### config.mk
export PLATFORM = sky130hd
export DESIGN_NAME = mmc_host_regs
export DESIGN_NICKNAME = d
export VERILOG_FILES = /design/src/rtl/mmc_host_pkg.sv /design/src/rtl/mmc_host_ctrl.sv /design/src/rtl/mmc_host_dp.sv /design/src/rtl/mmc_host_regs.sv
export SDC_FILE = /design/constraint.sdc
export NUM_CORES = 1
export LEC_CHECK = 0
export BUFFER_PORTS_ARGS = -buffer_cell sky130_fd_sc_hd__buf_4
export CAP_MARGIN = 0
export CORE_ASPECT_RATIO = 0.9
export CORE_UTILIZATION = 56
export DETAILED_ROUTE_END_ITERATION = 10
export PLACE_DENSITY = 0.87
export SLEW_MARGIN = 20
export SYNTH_ARGS = -nofsm -noshare
export SYNTH_HDL_FRONTEND = slang
export SYNTH_HIERARCHICAL = 1
export SYNTH_SLANG_ARGS = --single-unit
### constraint.sdc
create_clock -name clk -period 6.95 [get_ports clk]
set_input_delay 0.3475 -clock clk [delete_from_list [all_inputs] [get_ports clk]]
set_output_delay 0.3475 -clock clk [all_outputs]
set_load 0.01 [all_outputs]
### src/rtl/mmc_host_pkg.sv
package mmc_host_pkg;
  localparam int STAT_W     = 3;
  localparam int RESP_N     = 4;
  localparam int RESP_IDX_W = (RESP_N > 1) ? $clog2(RESP_N) : 1;

  // word indices (byte offset / 4); software depends on these positions
  localparam int IDX_STAT  = 0;
  localparam int IDX_MASK  = 1;
  localparam int IDX_BUF   = 2;
  localparam int IDX_CMD   = 3;
  localparam int IDX_ARG   = 4;
  localparam int IDX_RESP0 = 5;
  localparam int IDX_LEN   = IDX_RESP0 + RESP_N;
  localparam int IDX_CNT   = IDX_LEN + 1;
  localparam int IDX_STATE = IDX_CNT + 1;

  typedef enum logic [1:0] {
    RD_ZERO,
    RD_STAT,
    RD_RESP,
    RD_STATE
  } rdSel_e;

  typedef struct packed {
    logic                  wrStat;
    logic                  wrMask;
    logic                  wrBuf;
    logic                  wrCmd;
    logic                  wrArg;
    logic                  wrLen;
    logic                  wrCnt;
    rdSel_e                rdSel;
    logic [RESP_IDX_W-1:0] respIdx;
  } regStrobe_t;
endpackage

### src/rtl/mmc_host_ctrl.sv
module mmc_host_ctrl
  import mmc_host_pkg::*;
#(
  parameter int ADDR_W = 12
) (
  input  logic              clk,
  input  logic              rstN,
  input  logic [ADDR_W-1:0] busAddr,
  input  logic              busWrEn,
  input  logic              busRdEn,
  output regStrobe_t        strb,
  output logic              accessErr
);
  localparam int IDX_W = ADDR_W - 2;

  logic             aligned;
  logic [IDX_W-1:0] wordIdx;
  int               wordIdxInt;
  logic [RESP_N-1:0] respHitVec;
  logic             known;
  logic             badAccess;
  logic             errFlag;

  assign aligned    = (busAddr[1:0] == 2'b00);
  assign wordIdx    = busAddr[ADDR_W-1:2];
  assign wordIdxInt = int'(wordIdx);

  for (genvar i = 0; i < RESP_N; i++) begin : gRespHit
    assign respHitVec[i] = (wordIdxInt == IDX_RESP0 + i);
  end

  always_comb begin
    strb         = '0;
    strb.rdSel   = RD_ZERO;
    known        = 1'b1;
    for (int i = 0; i < RESP_N; i++) begin
      if (respHitVec[i]) strb.respIdx = RESP_IDX_W'(i);
    end
    if (!aligned) begin
      known = 1'b0;
    end else begin
      case (wordIdxInt)
        IDX_STAT: begin
          strb.wrStat = busWrEn;
          if (busRdEn) strb.rdSel = RD_STAT;
        end
        IDX_MASK:  strb.wrMask = busWrEn;
        IDX_BUF:   strb.wrBuf  = busWrEn;
        IDX_CMD:   strb.wrCmd  = busWrEn;
        IDX_ARG:   strb.wrArg  = busWrEn;
        IDX_LEN:   strb.wrLen  = busWrEn;
        IDX_CNT:   strb.wrCnt  = busWrEn;
        IDX_STATE: if (busRdEn) strb.rdSel = RD_STATE;
        default: begin
          if (|respHitVec) begin
            if (busRdEn) strb.rdSel = RD_RESP;
          end else begin
            known = 1'b0;
          end
        end
      endcase
    end
  end

  assign badAccess = (busWrEn | busRdEn) & ~known;

  always_ff @(posedge clk) begin
    if (!rstN)          errFlag <= 1'b0;
    else if (badAccess) errFlag <= 1'b1;
  end

  assign accessErr = errFlag;

  assert_err_sticky_R11: assert property (@(posedge clk) disable iff (!rstN)
    accessErr |=> accessErr);

  assert_bad_flags_R11: assert property (@(posedge clk) disable iff (!rstN)
    (busRdEn && busAddr[1:0] != 2'b00) |=> accessErr);
endmodule

### src/rtl/mmc_host_dp.sv
module mmc_host_dp
  import mmc_host_pkg::*;
#(
  parameter int DATA_W = 32
) (
  input  logic                     clk,
  input  logic                     rstN,
  input  regStrobe_t               strb,
  input  logic [DATA_W-1:0]        busWdata,
  output logic [DATA_W-1:0]        busRdata,
  input  logic                     wrProtect,
  input  logic                     rspValid,
  input  logic [STAT_W-1:0]        rspFlags,
  input  logic [RESP_N*DATA_W-1:0] rspData,
  output logic                     irq,
  output logic                     cmdStrobe,
  output logic [DATA_W-1:0]        cmdCode,
  output logic [DATA_W-1:0]        cmdArg,
  output logic [DATA_W-1:0]        bufAddr,
  output logic [DATA_W-1:0]        blkLen,
  output logic [DATA_W-1:0]        blkCnt
);
  logic [STAT_W-1:0] stat, statNext, mask;
  logic [DATA_W-1:0] respWord [RESP_N];
  logic              cmdPulse;
  logic [DATA_W-1:0] codeReg, argReg, bufReg, lenReg, cntReg;

  // clearing first, then the responder's flags, so a fresh event is never lost
  always_comb begin
    statNext = stat;
    if (strb.wrStat) statNext = statNext & ~busWdata[STAT_W-1:0];
    if (strb.wrMask) statNext = '0;
    if (rspValid)    statNext = statNext | rspFlags;
  end

  always_ff @(posedge clk) begin
    if (!rstN) begin
      stat     <= '0;
      mask     <= '0;
      cmdPulse <= 1'b0;
      codeReg  <= '0;
      argReg   <= '0;
      bufReg   <= '0;
      lenReg   <= '0;
      cntReg   <= '0;
    end else begin
      stat     <= statNext;
      cmdPulse <= strb.wrCmd;
      if (strb.wrMask) mask    <= busWdata[STAT_W-1:0];
      if (strb.wrCmd)  codeReg <= busWdata;
      if (strb.wrArg)  argReg  <= busWdata;
      if (strb.wrBuf)  bufReg  <= busWdata;
      if (strb.wrLen)  lenReg  <= busWdata + DATA_W'(1);
      if (strb.wrCnt)  cntReg  <= busWdata + DATA_W'(1);
    end
  end

  for (genvar i = 0; i < RESP_N; i++) begin : gResp
    always_ff @(posedge clk) begin
      if (!rstN)         respWord[i] <= '0;
      else if (rspValid) respWord[i] <= rspData[i*DATA_W +: DATA_W];
    end
  end

  always_comb begin
    case (strb.rdSel)
      RD_STAT:  busRdata = DATA_W'(stat & mask);
      RD_RESP:  busRdata = respWord[strb.respIdx];
      RD_STATE: busRdata = {{(DATA_W-2){1'b0}}, wrProtect, 1'b1};
      default:  busRdata = '0;
    endcase
  end

  assign irq       = |(stat & mask);
  assign cmdStrobe = cmdPulse;
  assign cmdCode   = codeReg;
  assign cmdArg    = argReg;
  assign bufAddr   = bufReg;
  assign blkLen    = lenReg;
  assign blkCnt    = cntReg;

  assert_w1c_R2: assert property (@(posedge clk) disable iff (!rstN)
    (strb.wrStat && !rspValid) |=> ((stat & $past(busWdata[STAT_W-1:0])) == '0));

  assert_mask_wipe_R3: assert property (@(posedge clk) disable iff (!rstN)
    (strb.wrMask && !rspValid) |=> (stat == '0 && !irq));

  assert_flags_set_R9: assert property (@(posedge clk) disable iff (!rstN)
    rspValid |=> ((stat & $past(rspFlags)) == $past(rspFlags)));

  assert_len_plus_one_R6: assert property (@(posedge clk) disable iff (!rstN)
    strb.wrLen |=> (blkLen == $past(busWdata) + DATA_W'(1)));

  assert_strobe_source_R8: assert property (@(posedge clk) disable iff (!rstN)
    strb.wrCmd |=> (cmdStrobe && cmdCode == $past(busWdata)));
endmodule

### src/rtl/mmc_host_regs.sv
module mmc_host_regs
  import mmc_host_pkg::*;
#(
  parameter int ADDR_W = 12,
  parameter int DATA_W = 32
) (
  input  logic                     clk,
  input  logic                     rstN,
  input  logic [ADDR_W-1:0]        busAddr,
  input  logic                     busWrEn,
  input  logic                     busRdEn,
  input  logic [DATA_W-1:0]        busWdata,
  output logic [DATA_W-1:0]        busRdata,
  input  logic                     wrProtect,
  input  logic                     rspValid,
  input  logic [STAT_W-1:0]        rspFlags,
  input  logic [RESP_N*DATA_W-1:0] rspData,
  output logic                     irq,
  output logic                     cmdStrobe,
  output logic [DATA_W-1:0]        cmdCode,
  output logic [DATA_W-1:0]        cmdArg,
  output logic [DATA_W-1:0]        bufAddr,
  output logic [DATA_W-1:0]        blkLen,
  output logic [DATA_W-1:0]        blkCnt,
  output logic                     accessErr
);
  regStrobe_t strb;

  mmc_host_ctrl #(.ADDR_W(ADDR_W)) uCtrl (
    .clk       (clk),
    .rstN      (rstN),
    .busAddr   (busAddr),
    .busWrEn   (busWrEn),
    .busRdEn   (busRdEn),
    .strb      (strb),
    .accessErr (accessErr)
  );

  mmc_host_dp #(.DATA_W(DATA_W)) uDp (
    .clk       (clk),
    .rstN      (rstN),
    .strb      (strb),
    .busWdata  (busWdata),
    .busRdata  (busRdata),
    .wrProtect (wrProtect),
    .rspValid  (rspValid),
    .rspFlags  (rspFlags),
    .rspData   (rspData),
    .irq       (irq),
    .cmdStrobe (cmdStrobe),
    .cmdCode   (cmdCode),
    .cmdArg    (cmdArg),
    .bufAddr   (bufAddr),
    .blkLen    (blkLen),
    .blkCnt    (blkCnt)
  );
endmodule

# Word-level counts from Yosys, hierarchy flattened
# Memories as Yosys holds them, arrays and structs flattened.
# Cells that the tools add are included.
[classes]
addsub = 1
eq_ne = 14
mux = 31
bitwise_logic = 12
n_reduce_logical = 6
[ops]
columns = ["cell", "count"]
rows = [
  ["two-way mux 32 bit", 4],
  ["case mux 32 bit (3 select lines)", 1],
  ["== test 10 x 4 -> 1 bit, second input constant", 6],
  ["adder 32 x 1 -> 32 bit, second input constant", 1],
  ["zero test 32 bit", 1],
  ["== test 10 x 2 -> 1 bit, second input constant", 2],
  ["two-way mux 1 bit", 16],
  ["== test 10 x 1 -> 1 bit, second input constant", 1],
  ["== test 10 x 3 -> 1 bit, second input constant", 1],
  ["== test 10 x 5 -> 1 bit, second input constant", 1],
  ["two-way mux 2 bit", 5],
  ["bitwise AND 3 bit", 3],
  ["two-way mux 3 bit", 3],
  ["two-way mux 9 bit", 1],
  ["OR reduction 8 bit", 1],
  ["case mux 2 bit (3 select lines)", 1],
  ["OR reduction 6 bit", 1],
  ["OR 1 bit", 5],
  ["== test 2 bit, second input constant", 2],
  ["OR reduction 4 bit", 1],
  ["inverter 3 bit", 1],
  ["OR 3 bit", 1],
  ["OR reduction 3 bit", 1],
  ["== test 2 x 1 -> 1 bit, second input constant", 1],
  ["other kinds (3)", 3],
]
[totals]
ff_bits = 168
ram_bits = 128
out_inout_bits = 195
elab_cells = 74
mem_count = 1
[mem_list]
columns = ["name", "words", "word_bits", "rd", "rd_ports_with_merged_regs", "wr", "line_no", "rtl"]
rows = [
  ["uDp.respWord", 4, 32, 1, 0, 4, "mmc_host_dp.sv:24", "logic [DATA_W-1:0] respWord [RESP_N];"],
]

# Logic depth before layout (Yosys ltp)
# Gate-level depths: netlist of run 1.
[depth]
word_depth = 9
ltp_mapped = 8
ltp_nobuf = 7

# Cells and area by module
# Netlist of run 1, hierarchy kept.
[by_module_without_submodules]
columns = ["module", "n_inst", "cells_per_inst", "area_each_um2", "seq_area_each_um2"]
rows = [
  ["mmc_host_dp", 1, 1045, 12380.6, 7186.9],
  ["mmc_host_ctrl", 1, 42, 309.0, 20.0],
]

# Worst setup path after synthesis of run 1
# No wires, ideal clock.
[synth_path]
kind = "input to register"
startpoint = "in rspValid"
endpoint = "mem uDp.respWord[0][0], enable pin"
setup_time_ns = 0.510
arrival_ns = 3.682
setup_slack_ns = 2.758
path_stages = 2
path_buffers = 1
path_cell_list = "clkbuf_1 nand2b_1"
[synth_rtl]
columns = ["item", "line_no", "rtl"]
rows = [
  ["start, declared", "mmc_host_regs.sv:15", "input logic rspValid,"],
  ["end, declared", "mmc_host_dp.sv:24", ""],
]

==> reports/metrics.csv, run 1 <==
stage,metric,value,unit
clocking,post_cts resized,0,
placement,HPWL Detailed,25300,um
finish,number of fill cells,1422,
sta,setup TNS,0,ns
worst_setup_path,crit-path max FO,32,
finish,Layout area overhead,29.8,%
synthesis,Syn Inst Count,1087,
global_route,vias in the first global route,9747,
synthesis,Post-synth top cells,"168 x dfxtp_1, 133 x and3_1, 128 x edfxtp_1",
clocking,CTS tree,built,
floorplan,DIE WIDTH,161,um
finish,nets,1582,
sta,Setup Skew,0,ns
clocking,clock sink count,296,
worst_setup_path,crit path cell chain,buf_4 > nor4_4 > nand2_1 > nor3_2 > buf_4 > mux4_2 > a21oi_1 > nor2_1 > buf_4,
floorplan,row cnt,51,
drt,initial drt markers,1054,
floorplan,core area,22000,sq um
drt,TritonRoute pass-1 iters,5,
clocking,clk root buf,clkbuf_16,
drt,routed vias/inst,5.94,
synthesis,"count leader, synth",dfxtp_1,
synthesis,Synth Flop Type,dfxtp_1,
global_route,first-pass GRT wire length,54900,um
clocking,maximum clock path buffer count,3,
floorplan,# IOs,376,
worst_setup_path,Reg-to-Reg End,uCtrl/accessErr$_SDFFE_PN0P_,
synthesis,xor and xnor fraction of the mapped netlist area,0.0104,
finish,# diodes,0,
min_path,worst hold path class,in2reg,
power,P_leak,6.85,nW
power,VDD IR max,0.000201,V
synthesis,register area share after synthesis,0.568,
min_path,Hold Path End,uDp/stat[0]$_SDFF_PN0_,
min_path,hold path depth,2,
worst_setup_path,crit path max-delay cell type,mux4_2,
flow_run,max-cap violations,0,
clocking,Hold Buf Count CTS,0,
placement,DP Area,15500,sq um
placement,RD Place Congestion,0.845,
min_path,Hold Path Origin,rspFlags[0],
worst_setup_path,Worst path max stage delay,0.63,ns
sta,unrepaired setup endpoints after global routing,no,
floorplan,Die Footprint,23300,sq um
finish,layout cells sized above 1,0.347,
drt,final WL,36900,um
sta,post-layout minimum cycle time,3.23,ns
sta,fin. max-slew vios,0,
synthesis,Compound-Gate Fraction of Synth Area,0.0672,
placement,port bufs,375,
synthesis,"top cells by area, synth","edfxtp_1 30%, dfxtp_1 27%, mux2i_1 8.0%",
synthesis,Syn Nets,1269,
floorplan,effective utilization at floorplan,0.578,
synthesis,yosys warns,6,
clocking,Post-CTS Setup Bufs,0,
synthesis,number of synthesized flops with an enable pin,128,
global_route,gr ovfl total,0,
synthesis,most area-hungry cell type in the Yosys netlist,edfxtp_1,
clocking,clk slew on worst S/H paths,0.06,ns
clocking,H-tree depth,1,
synthesis,Post-Synth Adder-Cell Area,0.000986,
synthesis,post-synthesis mux area share,0.137,
clocking,Num CTS Buffers,28,
drt,vias post-DR,10200,
sta,Worst Tran Pin Value,0.976,ns
sta,Setup Viol. Count Final,0,
drt,WL per Instance,21.6,um
finish,Final Instance Area,16500,sq um
synthesis,Mapped Area,12700,sq um
worst_setup_path,number of cells on the critical path,9,
worst_setup_path,crit path buf inv count,3,
floorplan,die height,145,um
placement,"worst slack, placed",3.45,ns
drt,Final ANT Viol Nets,0,
worst_setup_path,startpoint types,input port,
sta,fmax,310,MHz
global_route,pin count of the biggest net entering global routing,130,
drt,DRC viols,0,
worst_setup_path,WP data required,6.60,ns
power,Pwr per Cell Area,227,nW/um^2
synthesis,fraction of registers with async set/reset,0,
worst_setup_path,Worst R2R Setup Slack,5.90,ns
synthesis,largest family of logic cells by synthesized area,simple AND/OR/NAND/NOR gates,
sta,PnR worst setup slack,3.72,ns
synthesis,Post-Synth Simple-Gate Area,0.175,
synthesis,Cell variety after synth,59,
status,outcome,"finished, final reports clean",
synthesis,syn avg cell area,11.7,sq um
global_route,GRT Total Usage,0.307,
worst_setup_path,Worst setup EP type,primary output,
worst_setup_path,worst reg2reg path depth,3,
worst_setup_path,CP Class,in2out,
worst_setup_path,R2R Path Start,uCtrl/accessErr$_SDFFE_PN0P_,
synthesis,top cell type's share of synthesized area,0.303,
synthesis,count of state elements after synthesis,296,
clocking,worst skew pair latency,0.53,ns
global_route,initial antenna violation count,0,
worst_setup_path,critical path's most frequent cell,buf_4,
worst_setup_path,Top delay family on crit path,simple AND/OR/NAND/NOR gates,
worst_setup_path,WP data arrival,2.88,ns
sta,Tcrit/Tclk final,0.464,
sta,max_slew headroom,0.350,
sta,final hold vios,0,
-- layer usage --
layer | track usage | wire, um
met1 | 0.392 | 14400
met2 | 0.502 | 17500
met3 | 0.0718 | 3230
met4 | 0.138 | 1770
met5 | 0 | 0
-- stage by stage --
step,total power (W),std cells,util,hold WS [ns]
finish,0.00373,1712,0.750,0.0270
global route,0.00384,1712,0.750,0.00503
CTS,0.00375,1712,0.750,0.00441
detailed placement,0.00218,1661,0.706,0.483
global placement,0.00217,1661,0.706,0.472
floorplan,0.00205,1087,-,0.460
-- cell usage in the layout (no fill, tap or decap), types with 3 or more instances in the layout --
cell	n
a211oi_1	12
a21oi_1	20
a31oi_1	30
a32o_1	3
and2_1	3
and3_1	133
buf_4	385
bufinv_16	3
clkbuf_1	5
clkbuf_16	30
clkbuf_8	3
clkinv_2	6
dfxtp_1	168
edfxtp_1	128
inv_1	4
mux2i_1	102
mux4_2	32
nand2_1	21
nand3_1	20
nand3_2	4
nand4_1	8
nor2_1	123
nor2_4	3
nor2b_1	31
o21ai_0	54
o31ai_1	12
or3_1	4
or4_1	12
xnor2_1	5
xor2_1	10
-- power by group --
part	leakage (nW)	internal, W	switching (W)
sequential	2.73	0.00188	0.0000213
clock	0.470	0.000930	0.000655
combinational	3.65	0.000119	0.000127
-- area by class of cell --
cell class	instances	area [sq um]	area share
multi-input combinational	683	5020	0.305
clock inverter	13	149	0.00904
timing repair buffer	386	2900	0.176
tap	291	364	0.0221
sequential	296	7210	0.438
inverter	5	20.0	0.00122
clock buffer	38	811	0.0492
-- state kept, by name, summed over array words and instances (netlist names) --
name / flops
uDp/bufAddr: 32
uDp/cmdArg: 32
uCtrl/accessErr: 1
uDp/stat: 3
uDp/cmdCode: 32
uDp/blkCnt: 32
uDp/cmdStrobe: 1
uDp/respWord: 128
uDp/blkLen: 32
uDp/mask: 3
-- logic make-up after synthesis --
kind of cell,after synthesis
and+or+nand+nor,394
DFF,296
AOI/OAI and AO/OA,139
muxes,134
buffers and inverters,108
xor gates and xnor gates,15
adders and majority gates,1
-- how the worst max path moves through the flow --
stage / startpoint / end / slack (ns)
2_1_floorplan: rspValid / uDp/respWord[0][0]$_SDFFCE_PN0P_ / 2.76
3_5_place_dp: busAddr[7] / busRdata[2] / 3.45
3_3_place_gp: busAddr[7] / busRdata[2] / 3.66
6_report: busAddr[7] / busRdata[0] / 3.72
5_1_grt: busAddr[7] / busRdata[2] / 3.41
4_1_cts: busAddr[7] / busRdata[2] / 3.45
Note: power is estimated with default switching activity, not from simulation.
==> run 2, diff against run 1 <==
Settings changed: CORE_UTILIZATION 56 to 52, PLACE_DENSITY 0.87 to 0.81.
Clock period 6.95 ns to 3 ns, I/O delays scaled along.
==> reports/metrics.csv, run 2 (synthesis gave the netlist of run 1 again) <==
stage,metric,value,unit
status,outcome,"finished, final reports clean",
drt,routed vias/inst,5.85,
drt,vias post-DR,11200,
sta,max_slew headroom,0.553,
sta,setup TNS,0,ns
clocking,CTS tree,built,
min_path,Hold Path Origin,busAddr[2],
floorplan,DIE WIDTH,167,um
drt,final WL,42600,um
worst_setup_path,Worst setup EP type,primary output,
sta,final hold vios,0,
placement,port bufs,375,
finish,nets,1758,
min_path,Hold Path End,uDp/stat[0]$_SDFF_PN0_,
worst_setup_path,startpoint types,input port,
sta,unrepaired setup endpoints after global routing,no,
finish,Layout area overhead,44.9,%
clocking,Num CTS Buffers,31,
floorplan,# IOs,376,
clocking,Post-CTS Setup Bufs,0,
finish,Top reg by flops,uDp/respWord,
global_route,vias in the first global route,11000,
drt,DRC viols,0,
drt,WL per Instance,22.3,um
drt,initial drt markers,1129,
power,P_leak,7.66,nW
power,VDD IR max,0.000373,V
clocking,clk slew on worst S/H paths,0.06,ns
global_route,pin count of the biggest net entering global routing,132,
sta,fmax,385,MHz
global_route,gr ovfl total,0,
drt,TritonRoute pass-1 iters,7,
sta,Setup Viol. Count Final,0,
finish,max reg flops,128,
flow_run,max-cap violations,0,
clocking,H-tree depth,1,
finish,layout cells sized above 1,0.318,
placement,HPWL Detailed,25300,um
clocking,clock sink count,296,
clocking,worst skew pair latency,0.54,ns
clocking,post_cts resized,0,
sta,Tcrit/Tclk final,0.865,
floorplan,die height,150,um
global_route,initial antenna violation count,8,
worst_setup_path,R2R Path Start,uCtrl/accessErr$_SDFFE_PN0P_,
clocking,clk root buf,clkbuf_16,
drt,Final ANT Viol Nets,0,
sta,fin. max-slew vios,0,
worst_setup_path,Worst R2R Setup Slack,1.43,ns
worst_setup_path,WP data required,2.85,ns
power,Pwr per Cell Area,497,nW/um^2
sta,hold slack,0.156,ns
global_route,GRT Total Usage,0.329,
worst_setup_path,worst reg2reg path depth,4,
clocking,maximum clock path buffer count,3,
sta,Setup Skew,0,ns
min_path,worst hold path class,in2reg,
sta,Worst Tran Pin Value,0.670,ns
finish,most frequent cells in the layout,"385 x buf_4, 168 x dfxtp_1, 167 x dlygate4sd3_1",
floorplan,core area,23700,sq um
finish,Final Instance Area,18400,sq um
worst_setup_path,WP data arrival,2.44,ns
floorplan,row cnt,53,
worst_setup_path,Reg-to-Reg End,uCtrl/accessErr$_SDFFE_PN0P_,
finish,most common library cell in the layout ignoring fill and taps,buf_4,
placement,RD Place Congestion,0.846,
min_path,hold path depth,4,
floorplan,Die Footprint,25000,sq um
floorplan,effective utilization at floorplan,0.536,
worst_setup_path,CP Class,in2out,
worst_setup_path,crit-path max FO,32,
global_route,first-pass GRT wire length,63100,um
finish,number of fill cells,1402,
sta,post-layout minimum cycle time,2.59,ns
placement,DP Area,15700,sq um
run 2: layout make-up:
cell class	count	area [sq um]	area share
sequential	296	7210	0.392
multi-input combinational	683	5020	0.273
timing repair buffer	559	4700	0.256
clock buffer	39	870	0.0473
tap	302	378	0.0205
clock inverter	18	175	0.00953
inverter	5	20.0	0.00109
antenna	8	20.0	0.00109
run 2: worst max-delay path, cell delays in order:
cell and delay [ns]:
buf_4 0.12, nor4_4 0.36, nand2_1 0.26, nor3_2 0.29
buf_12 0.30, mux4_2 0.57, nor2b_1 0.17, buf_4 0.17
run 2: how the worst max path moves through the flow:
| stage | startpoint | end | slack [ns] | cells after the start |
|---|---|---|---|---|
| 2_1_floorplan | rstN | uDp/respWord[0][0]$_SDFFCE_PN0P_ | 0.43 | 3 |
| 3_3_place_gp | busAddr[7] | busRdata[0] | 0.49 | 9 |
| 3_5_place_dp | busAddr[7] | busRdata[0] | 0.43 | 9 |
| 4_1_cts | busAddr[7] | busRdata[0] | 0.43 | 9 |
| 5_1_grt | busAddr[7] | busRdata[7] | 0.30 | 8 |
| 6_report | busAddr[7] | busRdata[16] | 0.41 | 8 |
run 2: report_power, final:
group          switching (W)  total [W]  internal [W]
sequential         0.0000668    0.00443       0.00436
combinational       0.000357   0.000784      0.000427
clock                0.00162    0.00393       0.00231
total                0.00204    0.00914       0.00710
run 2: stage by stage:
stage	cells	power [W]	setup WS (ns)	util
floorplan	1087	0.00475	0.429	-
CTS	1902	0.00909	0.433	0.776
detailed placement	1678	0.00505	0.428	0.661
global placement	1678	0.00504	0.485	0.661
finish	1910	0.00914	0.405	0.777
global route	1910	0.00939	0.302	0.777
run 2: timing repair:
action | CTS | global route
setup endpoints to repair | 0 | 0
endpoints found under the hold margin | 264 | 0
hold buffers | 167 | 0
run 2: layer usage:
layer  global-route usage  wire (um)  up-vias
met3               0.0699       3560      147
met5                    0          0        -
met2                0.564      20800      667
met4                0.168       2220        0
li1                     -          -     4983
met1                0.394      16100     5378
==> run 3, diff against run 2 <==
Settings changed: CELL_PAD_IN_SITES_DETAIL_PLACEMENT set to 1, CELL_PAD_IN_SITES_GLOBAL_PLACEMENT set to 1, CORE_UTILIZATION 52 to 40, PLACE_DENSITY 0.81 to unset, PLACE_DENSITY_LB_ADDON set to 0.15.
==> reports/metrics.csv, run 3 (synthesis gave the netlist of run 1 again) <==
stage,metric,value,unit
worst_setup_path,crit path buf inv count,3,
global_route,first-pass GRT wire length,67300,um
drt,TritonRoute pass-1 iters,5,
worst_setup_path,crit path cell chain,buf_4 > nor4_4 > nand2_1 > nor3_2 > buf_12 > mux4_2 > a21oi_1 > nor2_1 > buf_4,
drt,final WL,45000,um
floorplan,die height,171,um
finish,most common library cell in the layout ignoring fill and taps,buf_4,
clocking,post_cts resized,0,
power,VDD IR max,0.000378,V
power,Pwr per Cell Area,509,nW/um^2
floorplan,effective utilization at floorplan,0.409,
worst_setup_path,crit path max-delay cell type,mux4_2,
finish,Final Instance Area,18500,sq um
sta,unrepaired setup endpoints after global routing,no,
global_route,vias in the first global route,11400,
worst_setup_path,Worst path max stage delay,0.56,ns
worst_setup_path,Top delay family on crit path,simple AND/OR/NAND/NOR gates,
finish,Layout area overhead,46.2,%
global_route,GRT Total Usage,0.271,
placement,RD Place Congestion,0.791,
worst_setup_path,worst reg2reg path depth,4,
worst_setup_path,Worst setup EP type,primary output,
global_route,gr ovfl total,0,
worst_setup_path,CP Class,in2out,
drt,vias post-DR,10700,
finish,nets,1753,
worst_setup_path,WP data arrival,2.55,ns
finish,max reg flops,128,
worst_setup_path,Worst R2R Setup Slack,1.29,ns
worst_setup_path,crit-path max FO,32,
clocking,Num CTS Buffers,34,
worst_setup_path,Worst Setup SP,busAddr[7],
placement,port bufs,375,
worst_setup_path,startpoint types,input port,
global_route,pin count of the biggest net entering global routing,130,
flow_run,max-cap violations,0,
placement,DP Area,15800,sq um
status,outcome,"finished, final reports clean",
floorplan,Die Footprint,32400,sq um
clocking,maximum clock path buffer count,3,
worst_setup_path,number of cells on the critical path,9,
sta,PnR worst setup slack,0.297,ns
sta,final hold vios,0,
worst_setup_path,critical path's most frequent cell,buf_4,
sta,fmax,370,MHz
sta,Setup Skew,0,ns
sta,setup TNS,0,ns
clocking,clk root buf,clkbuf_16,
power,P_leak,7.65,nW
drt,Final ANT Viol Nets,0,
clocking,CTS tree,built,
floorplan,# IOs,376,
clocking,H-tree depth,2,
placement,"worst slack, placed",0.371,ns
global_route,initial antenna violation count,7,
floorplan,row cnt,61,
finish,Top reg by flops,uDp/respWord,
sta,fin. max-slew vios,0,
sta,Setup Viol. Count Final,0,
finish,layout cells sized above 1,0.315,
placement,HPWL Detailed,27000,um
drt,routed vias/inst,5.34,
sta,Worst Tran Pin Value,0.752,ns
min_path,worst hold path class,in2reg,
drt,WL per Instance,22.3,um
clocking,worst skew pair latency,0.50,ns
drt,DRC viols,0,
sta,post-layout minimum cycle time,2.70,ns
sta,max_slew headroom,0.494,
worst_setup_path,R2R Path Start,uCtrl/accessErr$_SDFFE_PN0P_,
sta,hold slack,0.0176,ns
worst_setup_path,Reg-to-Reg End,uCtrl/accessErr$_SDFFE_PN0P_,
sta,Tcrit/Tclk final,0.901,
finish,most frequent cells in the layout,"383 x buf_4, 168 x dfxtp_1, 159 x dlygate4sd3_1",
worst_setup_path,CP endpoint,busRdata[0],
worst_setup_path,WP data required,2.85,ns
floorplan,DIE WIDTH,190,um
clocking,clk slew on worst S/H paths,0.06,ns
clocking,clock sink count,296,
drt,initial drt markers,723,
floorplan,core area,31100,sq um
run 3: report_power, final:
part	switching, W	internal (W)	leakage (nW)
Clock	0.00168	0.00256	0.551
Sequential	0.0000548	0.00436	2.73
Combinational	0.000357	0.000419	4.37
Total	0.00209	0.00734	7.65
run 3: worst reg2reg max path, delay by kind of cell (launching register included):
kind | cells | cell delay [ns]
buffers and inverters | 1 | 0.57
AO/OA/AOI/OAI | 2 | 0.54
flip-flops | 1 | 0.33
AND/OR/NAND/NOR | 1 | 0.16
run 3: stage by stage:
stage | util | power (W) | std cells
finish | 0.597 | 0.00943 | 2012
global route | 0.597 | 0.00972 | 2012
CTS | 0.596 | 0.00945 | 2005
detailed placement | 0.509 | 0.00507 | 1785
global placement | 0.509 | 0.00505 | 1785
floorplan | - | 0.00475 | 1087
run 3: worst min path at each step:
| stage | slack [ns] | cells after the start | endpoint | from |
|---|---|---|---|---|
| after floorplan | 0.27 | 1 | uDp/stat[0]$_SDFF_PN0_ | rspFlags[0] |
| after global placement | 0.36 | 2 | uDp/stat[1]$_SDFF_PN0_ | rspFlags[1] |
| after detailed placement | 0.37 | 2 | uDp/stat[1]$_SDFF_PN0_ | rspFlags[1] |
| after global routing | 0.03 | 3 | uDp/cmdArg[22]$_SDFFE_PN0P_ | busWdata[22] |
| after CTS | 0.0004 | 3 | uDp/bufAddr[22]$_SDFFE_PN0P_ | busWdata[22] |
| final | 0.02 | 3 | uDp/bufAddr[2]$_SDFFE_PN0P_ | busWdata[2] |
run 3: cell type report:
class                   instances  area [sq um]
fillers                      3218         12500
diodes                          7          17.5
inverters                       5          21.3
well taps                     409           512
flip-flops and latches        296          7210
clock buffers                  51           996
multi-input cells             683          5020
clock inverters                10           130
repair buffers                551          4650
run 3: repair_timing:
item	in CTS	in global routing
hold buffers	159	0
setup buffers	0	0
hold endpoints to repair	216	0
run 3: layer usage:
metal | GRT usage | wire (um)
met1 | 0.345 | 19100
met4 | 0.0940 | 1050
met5 | 0 | 0
met3 | 0.0601 | 2680
met2 | 0.453 | 22200
